[config.mk]
export PLATFORM = sky130hd
export DESIGN_NAME = pwm_load_quantizer
export DESIGN_NICKNAME = d
export VERILOG_FILES = /design/src/rtl/pwmq_pkg.sv /design/src/rtl/pwmq_divider.sv /design/src/rtl/pwmq_ctrl.sv /design/src/rtl/pwmq_datapath.sv /design/src/rtl/pwm_load_quantizer.sv
export SDC_FILE = /design/constraint.sdc
export NUM_CORES = 2
export LEC_CHECK = 0
export BUFFER_PORTS_ARGS = -buffer_cell sky130_fd_sc_hd__buf_4
export CORE_ASPECT_RATIO = 1.2
export CORE_UTILIZATION = 50
export CTS_BUF_LIST = sky130_fd_sc_hd__clkbuf_8 sky130_fd_sc_hd__clkbuf_16
export CTS_CLUSTER_SIZE = 24
export DETAILED_ROUTE_END_ITERATION = 6
export PLACE_DENSITY_LB_ADDON = 0.3
export SLEW_MARGIN = 20
export SYNTH_ARGS = -nofsm -noshare
export SYNTH_HDL_FRONTEND = slang
export SYNTH_SLANG_ARGS = --single-unit
export TNS_END_PERCENT = 10
[constraint.sdc]
create_clock -name clk -period 10.13 [get_ports clk]
set_input_delay 1.5195 -clock clk [delete_from_list [all_inputs] [get_ports clk]]
set_output_delay 1.5195 -clock clk [all_outputs]
set_load 0.05 [all_outputs]
[src/rtl/pwmq_pkg.sv]
package pwmq_pkg;
  typedef enum logic [2:0] {
    ST_IDLE, ST_PLOAD, ST_PDIV, ST_CHECK, ST_DDIV
  } ctrlState_t;

  typedef struct packed {
    logic capture;    // latch request operands
    logic divStart;   // launch divider
    logic selDuty;    // operand select: 0 period, 1 duty
    logic latchP;     // store period cycles
    logic finishOk;   // publish loads
    logic finishErr;  // publish range error
  } ctrlStrobes_t;
endpackage

[src/rtl/pwmq_divider.sv]
module pwmq_divider #(
  parameter int PROD_W = 64,
  parameter int DIV_W  = 32
) (
  input  logic              clk,
  input  logic              rstN,
  input  logic              start,
  input  logic [PROD_W-1:0] dividend,
  input  logic [DIV_W-1:0]  divisor,
  output logic [PROD_W-1:0] quotient,
  output logic              done
);
  localparam int CNT_W = $clog2(PROD_W + 1);

  logic [DIV_W-1:0]  rem;
  logic [PROD_W-1:0] quo;
  logic [CNT_W-1:0]  cnt;
  logic              run;
  logic [DIV_W:0]    shifted;
  logic [DIV_W:0]    diff;
  logic              fits;

  always_comb begin
    shifted = {rem, quo[PROD_W-1]};
    fits    = shifted >= {1'b0, divisor};
    diff    = shifted - {1'b0, divisor};
  end

  always_ff @(posedge clk) begin
    if (!rstN) begin
      rem  <= '0;
      quo  <= '0;
      cnt  <= '0;
      run  <= 1'b0;
      done <= 1'b0;
    end else begin
      done <= 1'b0;
      if (start) begin
        rem <= '0;
        quo <= dividend;
        cnt <= CNT_W'(PROD_W);
        run <= 1'b1;
      end else if (run) begin
        rem <= fits ? diff[DIV_W-1:0] : shifted[DIV_W-1:0];
        quo <= {quo[PROD_W-2:0], fits};
        cnt <= cnt - 1'b1;
        if (cnt == CNT_W'(1)) begin
          run  <= 1'b0;
          done <= 1'b1;
        end
      end
    end
  end

  assign quotient = quo;
endmodule

[src/rtl/pwmq_ctrl.sv]
module pwmq_ctrl
  import pwmq_pkg::*;
(
  input  logic         clk,
  input  logic         rstN,
  input  logic         start,
  input  logic         divDone,
  input  logic         pSmall,
  output ctrlStrobes_t strobes
);
  ctrlState_t state, nextState;

  always_comb begin
    nextState = state;
    strobes   = '0;
    unique case (state)
      ST_IDLE: if (start) begin
        strobes.capture = 1'b1;
        nextState = ST_PLOAD;
      end
      ST_PLOAD: begin
        strobes.divStart = 1'b1;
        nextState = ST_PDIV;
      end
      ST_PDIV: if (divDone) begin
        strobes.latchP = 1'b1;
        nextState = ST_CHECK;
      end
      ST_CHECK: begin
        if (pSmall) begin
          strobes.finishErr = 1'b1;
          nextState = ST_IDLE;
        end else begin
          strobes.divStart = 1'b1;
          strobes.selDuty  = 1'b1;
          nextState = ST_DDIV;
        end
      end
      ST_DDIV: begin
        strobes.selDuty = 1'b1;
        if (divDone) begin
          strobes.finishOk = 1'b1;
          nextState = ST_IDLE;
        end
      end
      default: nextState = ST_IDLE;
    endcase
  end

  always_ff @(posedge clk) begin
    if (!rstN) state <= ST_IDLE;
    else       state <= nextState;
  end
endmodule

[src/rtl/pwmq_datapath.sv]
module pwmq_datapath
  import pwmq_pkg::*;
#(
  parameter int NS_W   = 32,
  parameter int LOAD_W = 16,
  parameter int CLK_HZ = 100_000_000
) (
  input  logic              clk,
  input  logic              rstN,
  input  ctrlStrobes_t      strobes,
  input  logic [NS_W-1:0]   reqPeriodNs,
  input  logic [NS_W-1:0]   reqDutyNs,
  output logic              divDone,
  output logic              pSmall,
  output logic [LOAD_W-1:0] periodLoad,
  output logic [LOAD_W-1:0] dutyLoad,
  output logic              done,
  output logic              rangeErr
);
  localparam int CYC_W  = LOAD_W + 1;
  localparam int PROD_W = NS_W + 32;
  localparam logic [CYC_W-1:0] MAX_CYC  = {1'b1, {(LOAD_W-1){1'b0}}, 1'b1};
  localparam logic [31:0]      CLK_K    = 32'(CLK_HZ);
  localparam logic [NS_W-1:0]  NS_PER_S = NS_W'(1_000_000_000);

  logic [NS_W-1:0]   periodNs, dutyNs;
  logic [CYC_W-1:0]  pCyc;
  logic              clamped;
  logic [NS_W-1:0]   opA, opC;
  logic [31:0]       opB;
  logic [PROD_W-1:0] product, quotient;
  logic              qLow, qOver;
  logic [CYC_W-1:0]  dRaw, dFoldEq, dFinal;

  always_comb begin
    opA     = strobes.selDuty ? dutyNs : periodNs;
    opB     = (strobes.selDuty && clamped) ? 32'(MAX_CYC) : CLK_K;
    opC     = (strobes.selDuty && clamped) ? periodNs : NS_PER_S;
    product = PROD_W'(opA) * PROD_W'(opB);
  end

  pwmq_divider #(.PROD_W(PROD_W), .DIV_W(NS_W)) divider (
    .clk      (clk),
    .rstN     (rstN),
    .start    (strobes.divStart),
    .dividend (product),
    .divisor  (opC),
    .quotient (quotient),
    .done     (divDone)
  );

  always_comb begin
    qLow    = quotient < PROD_W'(2);
    qOver   = quotient > PROD_W'(MAX_CYC);
    dRaw    = quotient[CYC_W-1:0];
    dFoldEq = (dRaw == pCyc) ? pCyc - 1'b1 : dRaw;
    dFinal  = (dFoldEq < CYC_W'(2)) ? pCyc : dFoldEq;
  end

  always_ff @(posedge clk) begin
    if (!rstN) begin
      periodNs   <= '0;
      dutyNs     <= '0;
      pCyc       <= '0;
      clamped    <= 1'b0;
      pSmall     <= 1'b0;
      periodLoad <= '0;
      dutyLoad   <= '0;
      done       <= 1'b0;
      rangeErr   <= 1'b0;
    end else begin
      done <= strobes.finishOk | strobes.finishErr;
      if (strobes.capture) begin
        periodNs <= reqPeriodNs;
        dutyNs   <= (reqDutyNs > reqPeriodNs) ? reqPeriodNs : reqDutyNs;
      end
      if (strobes.latchP) begin
        pSmall  <= qLow;
        clamped <= qOver;
        pCyc    <= qOver ? MAX_CYC : quotient[CYC_W-1:0];
      end
      if (strobes.finishOk) begin
        periodLoad <= LOAD_W'(pCyc - CYC_W'(2));
        dutyLoad   <= LOAD_W'(dFinal - CYC_W'(2));
        rangeErr   <= 1'b0;
      end
      if (strobes.finishErr) rangeErr <= 1'b1;
    end
  end
endmodule

[src/rtl/pwm_load_quantizer.sv]
module pwm_load_quantizer
  import pwmq_pkg::*;
#(
  parameter int NS_W   = 32,
  parameter int LOAD_W = 16,
  parameter int CLK_HZ = 100_000_000
) (
  input  logic              clk,
  input  logic              rstN,
  input  logic              start,
  input  logic [NS_W-1:0]   reqPeriodNs,
  input  logic [NS_W-1:0]   reqDutyNs,
  output logic [LOAD_W-1:0] periodLoad,
  output logic [LOAD_W-1:0] dutyLoad,
  output logic              done,
  output logic              rangeErr
);
  ctrlStrobes_t strobes;
  logic divDone, pSmall;

  pwmq_ctrl ctrl (
    .clk(clk), .rstN(rstN), .start(start),
    .divDone(divDone), .pSmall(pSmall), .strobes(strobes)
  );

  pwmq_datapath #(.NS_W(NS_W), .LOAD_W(LOAD_W), .CLK_HZ(CLK_HZ)) datapath (
    .clk(clk), .rstN(rstN), .strobes(strobes),
    .reqPeriodNs(reqPeriodNs), .reqDutyNs(reqDutyNs),
    .divDone(divDone), .pSmall(pSmall),
    .periodLoad(periodLoad), .dutyLoad(dutyLoad),
    .done(done), .rangeErr(rangeErr)
  );
endmodule

==> results.py <==
metrics = {
    "clock_tree": {
        "cts_tree": "done",
        "cts_num_sinks": 225,
        "cts_resized": 0,
        "cts_hold_buf": 0,
        "htreeDepth": 1,
        "cts_max_path_buffers": 3,
        "cts-buffers-inserted": 26,
        "clk_pin_slew_ns": 0.07,
        "clkLatencyLatePin_ns": 0.58,
        "post_cts_buffers": 0,
        "ctsRootBufferMaster": "clkbuf_16",
    },
    "power": {
        "fin_total_pwr_mw": 8.127,
        "power_density_nw_per_um2": 269.8,
        "p_leak_nw": 15.59,
        "irDropWorstVdd_mv": 0.2980,
    },
    "logic_synthesis": {
        "synth_edf_count": 0,
        "synth_commonest_cells": "623 x inv_1, 354 x ha_1, 303 x fa_1",
        "synth_top_cell_area_share_pct": 21.74,
        "seq_area_frac_synth_pct": 16.14,
        "synthTopCellsByArea": "fa_1 22%, dfxtp_1 16%, ha_1 16%",
        "syn_avg_cell_area_sq_um": 8.415,
        "synth_area_sq_um": 27900,
        "synthFlopType": "dfxtp_1",
        "synthMostInstantiatedCell": "inv_1",
        "ys.warnings.count": 0,
        "synthArstFlopShare_pct": 0,
        "synth_top_area_cell": "fa_1",
        "ys_ff_latch": 225,
        "synth_cell_type_count": 84,
        "synthCells": 3316,
    },
    "timing": {
        "tightestPinTransition_ns": 1.179,
        "timing.fmax_ghz": 0.1075,
        "tns_ns": 0,
        "maxSlewHeadroom_pct": 20.41,
        "finalClockSkew_ns": 0.02721,
        "finalHoldViolCount": 0,
        "finalCritPeriodShare_pct": 91.85,
        "rsz0062_at_grt": "no",
        "setup_viol": 0,
        "report.final.slew_viol_count": 0,
        "holdWs_ns": 0.4602,
        "period_minus_slack_ns": 9.305,
    },
    "min_path": {
        "holdPathEnd": "datapath.dutyLoad[3]",
        "min_from": "datapath.dutyLoad[3]",
        "hold_class": "flip-flop to flip-flop",
        "min_path_cells": 2,
    },
    "global_routing": {
        "first_global_vias": 22850,
        "grtUsageMet1_pct": 35.02,
        "track_usage_pct": 27.84,
        "grtUsageMet3_pct": 3.473,
        "grtUsageMet2_pct": 48.30,
        "grt_pass1_wl_microns": 124500,
        "antenna_found_initial": 5,
        "busiest_layer": "met2",
        "grt_max_degree": 97,
        "grt-ovfl-total": 0,
    },
    "drt": {
        "remaining_drc_errors": 0,
        "drt_iter0_drc": 1524,
        "wirelength_microns": 78440,
        "wl_per_cell_microns": 19.27,
        "num_vias": 22980,
        "first_pass_iters": 6,
        "final_antenna_net_count": 0,
        "drt-vias-per-instance": 5.645,
    },
    "worst_setup_path": {
        "cp_num_buf_inv": 7,
        "r2r_setup_slack_ns": 0.83,
        "crit_cells": 30,
        "crit_family": "adder cells",
        "cp_slowest_stage_delay_ns": 0.58,
        "ff2ff_path_depth": 30,
        "crit_fanout": 33,
        "r2r-start": "ctrl.state[2]",
        "crit_required_ns": 10.56,
        "crit_arrival_ns": 9.74,
        "critPathKind": "flip-flop to flip-flop",
        "r2r-end": "datapath.divider.quotient[46]",
        "worstSetupStartpointType": "flip-flop",
        "crit_path_end_kind": "flip-flop",
        "slowest_stage": "dfxtp_1",
    },
    "die": {
        "die_x_microns": 217.7,
        "rows": 94,
        "die_area_sq_um": 56760,
        "dieHeight_microns": 260.8,
        "start_util_pct": 50.80,
        "io_pins": 101,
        "core_sq_um": 54930,
    },
    "layout": {
        "area_growth_pct": 7.941,
        "fill_cells": 5150,
        "final_cell_area_sq_um": 30120,
        "final_layout_size_suffix_gt1_share_pct": 6.657,
        "nNetsFinal": 4056,
    },
    "run": {
        "drv_cap": 0,
    },
    "placed_design": {
        "place_hpwl_microns": 64100,
        "place.gp.congestion": 1.037,
        "placed_area_sq_um": 29270,
        "port_buffers": 100,
    },
    "run_status": {
        "status": "finished clean",
    },
}
## worst max-delay path by stage
stage                   from                            end  slack, ns
2_1_floorplan  ctrl.state[0]  datapath.divider.quotient[58]       1.24
3_3_place_gp   ctrl.state[2]  datapath.divider.quotient[46]       0.92
3_5_place_dp   ctrl.state[2]  datapath.divider.quotient[46]       0.90
4_1_cts        ctrl.state[2]  datapath.divider.quotient[46]       0.85
5_1_grt        ctrl.state[2]  datapath.divider.quotient[46]       0.38
6_report       ctrl.state[2]  datapath.divider.quotient[46]       0.83
## sequential cells by signal, summed over array words and instances (netlist names)
signal	count
datapath.done	1
datapath.divider.cnt	7
datapath.dutyNs	32
datapath.pSmall	1
datapath.divider.run	1
datapath.rangeErr	1
datapath.periodNs	32
datapath.divider.done	1
datapath.clamped	1
datapath.divider.quotient	64
datapath.dutyLoad	16
ctrl.state	3
datapath.periodLoad	16
datapath.divider.rem	32
datapath.pCyc	17
## cell families (layout without fill, tap and decap cells)
logic type	after synthesis	after routing	share of synthesized area [%]
and+or+nand+nor	751	751	12.80
AOI/OAI and AO/OA	687	687	15.30
xor gates and xnor gates	114	114	3.578
muxes	114	114	4.179
other	1	6	0.01344
DFF	225	225	16.14
adders and majority gates	657	657	37.61
buffers and inverters	767	797	10.38
## power breakdown
group | internal [mW] | total, mW | switching, mW
combinational | 2.39 | 6.12 | 3.72
clock | 0.529 | 0.949 | 0.420
sequential | 0.973 | 1.06 | 0.0877
## cell type report
type                    count  area, sq um  share of cell area (%)
diodes                      1        2.502                0.008308
clock buffers              29        703.2                   2.335
clock inverters            17        146.4                  0.4860
inverters                 624         2344                   7.781
multi-input cells        2328        20560                   68.27
flip-flops and latches    225         4508                   14.97
well taps                 720        900.9                   2.991
repair buffers            127        953.4                   3.166
## cells in the final DEF, fill, tap and decap left out, types with 7 or more instances in the layout
cell         n
o22a_1       7
nand3_1     65
o21ai_1      7
a21o_1      58
dfxtp_1    224
xnor2_1     56
xor2_1      58
nand4_1     28
o31ai_1      8
buf_4      127
a31oi_1     55
a21boi_0    11
o21ai_0    170
clkbuf_16   27
fa_1       303
or2_2       11
nor4_1      24
mux2_2      16
inv_1      625
and2_1      39
o21a_1      18
ha_1       354
mux2i_1     97
a221oi_1     8
o211ai_1    11
or3_1       19
and3_1      18
nand2_1    254
nand2b_1    11
a311oi_1     8
nor2_1     185
nor2b_1     16
a21oi_1    200
nor3_1      36
a211oi_1    68
## metal layers
layer  wire length (microns)  up-vias
met5                      64        -
met4                    3405        8
met3                    3800      183
met2                   38430      631
met1                   32740    11100
li1                        -    11060
## tightest hold or removal path, stage by stage, from the launching register on
cell     delay (ns)
dfxtp_1        0.31
nand2_1        0.05
a21oi_1        0.05
## metrics by stage
stage               utilization (%)  setup slack (ns)  cells
floorplan                         -             1.244   3320
global placement              53.28            0.9238   4024
detailed placement            53.28            0.9040   4024
CTS                           54.83            0.8468   4070
global route                  54.83            0.3834   4070
finish                        54.84            0.8254   4071
Note: power is estimated with default switching activity, not from simulation.
